==> config.mk <==
export PLATFORM = sky130hd
export DESIGN_NAME = otp_half_guard
export DESIGN_NICKNAME = d
export VERILOG_FILES = /design/src/rtl/otp_pkg.sv /design/src/rtl/otp_ctrl.sv /design/src/rtl/otp_store.sv /design/src/rtl/otp_half_guard.sv
export SDC_FILE = /design/constraint.sdc
export NUM_CORES = 1
export LEC_CHECK = 0
export CORE_ASPECT_RATIO = 1.4
export CORE_MARGIN = 2
export CORE_UTILIZATION = 55
export CTS_CLUSTER_DIAMETER = 120
export DETAILED_ROUTE_END_ITERATION = 8
export DONT_BUFFER_PORTS = 1
export GPL_TIMING_DRIVEN = 0
export PLACE_DENSITY_LB_ADDON = 0.1
export SYNTH_ARGS = -nofsm -noshare
export SYNTH_HDL_FRONTEND = slang
export SYNTH_HIERARCHICAL = 1
export SYNTH_SLANG_ARGS = --single-unit
==> constraint.sdc <==
create_clock -name clk -period 5.8 [get_ports clk]
set_input_delay 1.16 -clock clk [delete_from_list [all_inputs] [get_ports clk]]
set_output_delay 1.16 -clock clk [all_outputs]
set_load 0.03 [all_outputs]
==> src/rtl/otp_pkg.sv <==
package otp_pkg;
  localparam int WORD_W = 32;
  localparam int HALF_W = 16;
  localparam int HALVES = WORD_W / HALF_W;

  typedef enum logic [1:0] {
    SZ_BYTE = 2'd0,
    SZ_HALF = 2'd1,
    SZ_WORD = 2'd2,
    SZ_RSVD = 2'd3
  } xferSize_e;

  typedef struct packed {
    logic commit;
    logic flagBlock;
    logic flagClear;
  } otpStrobe_t;
endpackage

==> src/rtl/otp_ctrl.sv <==
module otp_ctrl
  import otp_pkg::*;
(
  input  logic              wrEn,
  input  logic              wrSecure,
  input  logic [1:0]        wrSize,
  input  logic [WORD_W-1:0] wrData,
  input  logic [WORD_W-1:0] oldWord,
  input  logic              statusClr,
  output otpStrobe_t        strb
);
  localparam logic [HALF_W-1:0] ERASED = '1;

  logic [HALVES-1:0] halfOk;
  logic              xferOk;
  logic              allOk;

  // each half: mask value, or target still erased
  for (genvar h = 0; h < HALVES; h++) begin : g_half
    logic [HALF_W-1:0] newHalf;
    logic [HALF_W-1:0] curHalf;
    assign newHalf   = wrData[h*HALF_W +: HALF_W];
    assign curHalf   = oldWord[h*HALF_W +: HALF_W];
    assign halfOk[h] = (newHalf == ERASED) || (curHalf == ERASED);
  end

  assign xferOk = wrSecure && (xferSize_e'(wrSize) == SZ_WORD);
  assign allOk  = xferOk && (&halfOk);

  always_comb begin
    strb.commit    = wrEn && allOk;
    strb.flagBlock = wrEn && !allOk;
    strb.flagClear = statusClr;
  end
endmodule

==> src/rtl/otp_store.sv <==
module otp_store
  import otp_pkg::*;
#(
  parameter int WORDS  = 8,
  parameter int ADDR_W = $clog2(WORDS)
) (
  input  logic              clk,
  input  logic              rstN,
  input  otpStrobe_t        strb,
  input  logic [ADDR_W-1:0] wrAddr,
  input  logic [WORD_W-1:0] wrData,
  input  logic [ADDR_W-1:0] rdAddr,
  output logic [WORD_W-1:0] oldWord,
  output logic [WORD_W-1:0] rdData,
  output logic              blocked
);
  logic [WORD_W-1:0] mem [WORDS];

  for (genvar w = 0; w < WORDS; w++) begin : g_word
    always_ff @(posedge clk or negedge rstN) begin
      if (!rstN)
        mem[w] <= '1;
      else if (strb.commit && (wrAddr == ADDR_W'(w)))
        mem[w] <= mem[w] & wrData;
    end
  end

  assign oldWord = mem[wrAddr];
  assign rdData  = mem[rdAddr];

  // violation flag: set has priority over clear
  always_ff @(posedge clk or negedge rstN) begin
    if (!rstN)
      blocked <= 1'b0;
    else if (strb.flagBlock)
      blocked <= 1'b1;
    else if (strb.flagClear)
      blocked <= 1'b0;
  end
endmodule

==> src/rtl/otp_half_guard.sv <==
module otp_half_guard
  import otp_pkg::*;
#(
  parameter int WORDS  = 8,
  parameter int ADDR_W = $clog2(WORDS)
) (
  input  logic              clk,
  input  logic              rstN,
  input  logic              wrEn,
  input  logic              wrSecure,
  input  logic [1:0]        wrSize,
  input  logic [ADDR_W-1:0] wrAddr,
  input  logic [31:0]       wrData,
  input  logic              statusClr,
  input  logic [ADDR_W-1:0] rdAddr,
  output logic [31:0]       rdData,
  output logic              blocked
);
  otpStrobe_t        strb;
  logic [WORD_W-1:0] oldWord;

  otp_ctrl u_ctrl (
    .wrEn      (wrEn),
    .wrSecure  (wrSecure),
    .wrSize    (wrSize),
    .wrData    (wrData),
    .oldWord   (oldWord),
    .statusClr (statusClr),
    .strb      (strb)
  );

  otp_store #(.WORDS(WORDS), .ADDR_W(ADDR_W)) u_store (
    .clk     (clk),
    .rstN    (rstN),
    .strb    (strb),
    .wrAddr  (wrAddr),
    .wrData  (wrData),
    .rdAddr  (rdAddr),
    .oldWord (oldWord),
    .rdData  (rdData),
    .blocked (blocked)
  );
endmodule

### Yosys cells after proc, flatten, opt, wreduce, memory -nomap -nowiden

Cells that the tools add are included.

| word-level totals | value |
|---|---|
| bits in registers | 257 |
| input port bits | 45 |
| output and inout bits | 33 |
| logic and storage cells | 59 |

| cells by class | value |
|---|---|
| magnitude comparators | 2 |
| equality and inequality tests | 12 |
| mux-type cells | 8 |
| bitwise operators | 10 |
| reductions and logical operators | 18 |

Operators with widths:

| operator | count |
|---|---|
| bitwise AND 32 bit | 8 |
| binary-select mux 32 bit (select 3 bit) | 2 |
| 2-to-1 mux 32 bit | 4 |
| == test 16 bit (second input constant) | 4 |
| == test 3 bit (second input constant) | 4 |
| logical AND 1 bit | 12 |
| greater-or-equal comparator 4 bit (second input constant) | 2 |
| NOT 3 -> 4 bit | 2 |
| == test 3 x 2 -> 1 bit (second input constant) | 2 |
| == test 3 x 1 -> 1 bit (second input constant) | 1 |
| logical NOT 3 bit | 1 |
| == test 2 bit (second input constant) | 1 |
| logical OR 1 bit | 2 |
| 2-to-1 mux 1 bit | 2 |
| AND reduction 2 bit | 1 |
| nonzero test 2 bit | 1 |
| logical NOT 1 bit | 1 |

### Depth between registers and ports, before layout

Gate-level depths: netlist (run 1).

| depth | value |
|---|---|
| depth in word-level cells | 11 |
| gate-level depth with buffers | 14 |
| depth with buffers taken out | 10 |

### Modules after synthesis

The synthesis (run 1) kept the hierarchy.

Modules (own cells, without submodules):

| module | times used | cells each | area an instance (um^2) | seq. area each (um^2) |
|---|---|---|---|---|
| otp_store | 1 | 850 | 13038.8 | 6751.5 |
| otp_ctrl | 1 | 27 | 162.7 | 0.0 |

### Worst setup path after synthesis (run 1)

No wires, ideal clock.

| timing path | value |
|---|---|
| path kind | input -> register |
| from | in wrAddr[1] |
| to | reg u_store/mem[129] in the netlist's numbering |
| library setup time | 0.077 ns |
| arrival | 3.554 ns |
| data required time | 5.723 ns |
| path slack | 2.169 ns |
| stages on the path | 14 |
| path buffers | 4 |
| cells stage by stage | buf_2 buf_4 buf_2 nand2_1 o22ai_1 a211oi_1 nand4_1 nor4_1 o221ai_1 nor2_1 nor2b_1 nand2_1 buf_2 o21a_1 |

RTL lines:

| what | line | text |
|---|---|---|
| from (decl) | otp_half_guard.sv:12 | `input logic [ADDR_W-1:0] wrAddr,` |
| to (signal, indexed assignment) | otp_store.sv:24 | `mem[w] <= mem[w] & wrData;` |
| to (decl) | otp_store.sv:17 | `logic [WORD_W-1:0] mem [WORDS];` |

==> results.json, run 1 <==
{
  "post-route-period-util_pct": 82.82,
  "drv_cap": 0,
  "cpMostUsedCell": "buf_2",
  "netlist_top_cells_count": "dfstp_2, o21a_1, mux2_2, mux4_2, mux4_1",
  "postRouteWirelength_microns": 38070,
  "drive_gt1_share_pct": 53.09,
  "post_cts_resized": 0,
  "die_h_microns": 187.3,
  "arrival_ns": 5.27,
  "syn_nets": 922,
  "clock_latency_ns": 0.54,
  "setup_violations": 0,
  "grt_overflow": 0,
  "cp_top_family": "simple AND/OR/NAND/NOR gates",
  "max-slew-margin-rel_pct": 36.91,
  "cpPeakStageDelay_ns": 0.64,
  "power.density_nw_per_um2": 254.1,
  "grt_pass1_vias": 9196,
  "cp_data_required_time_ns": 6.27,
  "cp_cell_sequence": "buf_2, buf_4, buf_2, nand2_1, o22ai_1, a211oi_1, nand4_1, nor4_1, o221ai_1, nor2_1, nor2b_1, nand2_1, buf_2, o21a_1",
  "status": "completed",
  "netlist_area_sq_um": 13200,
  "drc_errors": 0,
  "whs_endpoint": "u_store/mem[215]",
  "timing.clock.skew_ns": 0.01210,
  "clkSinkCount": 257,
  "yosysTopAreaCellShare_pct": 50.95,
  "finish.net_count": 950,
  "fillCellCount": 1826,
  "wl_per_cell_microns": 30.83,
  "r2r-start": "u_store/mem[193]",
  "cts_buffer_depth": 3,
  "avgSynthCellArea_sq_um": 15.05,
  "die_w_microns": 134.9,
  "cp_slowest_cell": "nor4_1",
  "postRouteAntennaNets": 0,
  "grt_max_degree": 258,
  "hold_path_class": "flip-flop to flip-flop",
  "min_period_ns": 4.804,
  "rr_worst_depth": 11,
  "numCtsBuffers": 26,
  "grt_setup_unrepaired": "no",
  "p_leak_nw": 5.498,
  "grt_pass1_wl_microns": 57820,
  "core_area_sq_um": 23720,
  "areaGrowthSynthToFinish_pct": 9.506,
  "worst-path-max-fanout": 10,
  "hpwlAfterDp_microns": 25010,
  "pin_count": 78,
  "cts.clk_slew.worst_paths_ns": 0.06,
  "antenna_found_initial": 2,
  "hold_slack_ns": 0.4619,
  "dominantRegCellSynth": "dfstp_2",
  "ys_async_sr_fraction_pct": 100.0,
  "htreeDepth": 1,
  "first_pass_iters": 5,
  "cts_tree": "built",
  "yosysWarningCount": 6,
  "drv_slew": 0,
  "std_cell_rows": 67,
  "peakVddDrop_mv": 0.2463,
  "yosysUniqueCellTypes": 31,
  "vias": 8614,
  "io_buffers": 0,
  "min_from": "u_store/mem[215]",
  "cts_root_buf": "clkbuf_16",
  "vias_per_cell": 6.975,
  "synth_seq_area_share_pct": 51.14,
  "holdBufCountCts": 0,
  "place_congestion": 0.8654,
  "finalHoldViolCount": 0,
  "post-cts-setup-buffers": 0,
  "synthCells": 877,
  "synth_top_cell_by_area": "dfstp_2",
  "worstSetupStartpointType": "primary input",
  "worst_r2r_endpoint": "u_store/mem[198]",
  "holdPathStages": 1,
  "gr-usage-all-layers_pct": 30.76,
  "worst_slack_ns": 0.9965,
  "synth_area_leaders": "dfstp_2, o21a_1, mux4_2",
  "rrSetupSlack_ns": 1.95,
  "die_area_sq_um": 25270,
  "tns_ns": 0,
  "place_worst_setup_slack_ns": 0.5214,
  "synth_edf_count": 0,
  "drt_first_iter_violations": 686,
  "worst_pin_slew_ns": 0.9463,
  "critPathKind": "primary input to flip-flop",
  "start_util_pct": 55.65,
  "critPathBufInv": 4,
  "crit_path_end_kind": "flip-flop",
  "fmax_mhz": 208.2,
  "ys_ff_latch": 257
}
[per-stage QoR]
stage               instance area (sq um)  instances  power, mW  util, %
floorplan                           13200        877      1.954        -
global placement                    13590       1187      2.010    57.28
detailed placement                  13590       1187      2.013    57.28
CTS                                 14450       1233      3.711    60.91
global route                        14460       1235      3.796    60.94
finish                              14460       1235      3.673    60.94
[per-layer routing]
metal / global-route usage [%] / vias up / wire [microns]
met5: 0 / - / 7
met4: 13.46 / 2 / 1673
met3: 4.038 / 101 / 2290
met2: 52.62 / 407 / 19750
met1: 39.23 / 4633 / 14350
li1: - / 3471 / -
[cells by family after synthesis]
group	share of synthesized area (%)
AOI/OAI and AO/OA	15.81
DFF	51.14
buffers and inverters	3.857
and+or+nand+nor	2.066
muxes	27.13
[worst register-to-register path, delay by kind of cell, from the launching register on]
family / cells / cell delay (ns)
and+or+nand+nor: 5 / 1.83
AOI/OAI and AO/OA: 4 / 0.94
DFF: 1 / 0.54
buffers and inverters: 1 / 0.32
muxes: 1 / 0.16
[sequential cells by signal, summed over array words and instances, names as in the netlist]
name,flops
u_store/mem,256
u_store/blocked,1
[where the power goes]
group / internal [mW] / total, mW / switching [mW]
clock network: 0.995 / 1.68 / 0.689
registers: 1.80 / 1.80 / 0.00130
logic: 0.0627 / 0.186 / 0.123
total: 2.86 / 3.67 / 0.813
[cells in the final DEF, fill, tap and decap left out, drive strengths merged, types with 2 or more instances in the layout]
cell / instances
mux2: 74
nand2: 6
dfstp: 256
mux2i: 3
mux4: 114
clkinv: 4
nand4: 16
o22ai: 12
clkbuf: 56
nor4: 4
a211oi: 7
nor2: 8
nor2b: 4
inv: 2
a21oi: 2
diode: 2
and2: 2
nand3: 5
buf: 82
o21a: 256
[worst max-delay path by stage]
stage              start                to  slack (ns)  cells past startpoint
6_report       wrAddr[1]  u_store/mem[198]         1.0                     14
3_3_place_gp   wrAddr[0]   u_store/mem[61]        0.62                     11
2_1_floorplan  wrAddr[1]  u_store/mem[129]        2.17                     14
5_1_grt        wrAddr[2]  u_store/mem[198]        0.93                     13
3_5_place_dp   wrAddr[1]   u_store/mem[55]        0.52                     13
4_1_cts        wrAddr[1]   u_store/mem[55]        1.09                     13
[layout make-up]
type	count	area, sq um	area share, %
antenna	2	5.005	0.03462
buffer	97	501.7	3.471
clock buffer	41	808.3	5.591
clock inverter	5	53.80	0.3722
inverter	2	7.507	0.05193
multi-input combinational	521	5941	41.09
sequential	257	6751	46.70
tap	310	387.9	2.683
Note: power is estimated with default switching activity, not from simulation.
==> inputs of run 2 (changes only) <==
==> constraint.sdc (replaced) <==
create_clock -name clk -period 4.7 [get_ports clk]
set_input_delay 0.94 -clock clk [delete_from_list [all_inputs] [get_ports clk]]
set_output_delay 0.94 -clock clk [all_outputs]
set_load 0.03 [all_outputs]
==> results of run 2 <==
Same layout as run 1 (identical final DEF). Status: completed.
Main changes from that run: setup slack after placement 0.5214 ns -> -0.3586 ns; setup slack after layout 0.9965 ns -> 0.1165 ns; hold slack 0.4619 ns -> 0.2494 ns; register-to-register setup slack 1.95 ns -> 0.85 ns; total power 3.673 mW -> 4.533 mW; worst IR drop on VDD 0.2463 mV -> 0.3039 mV
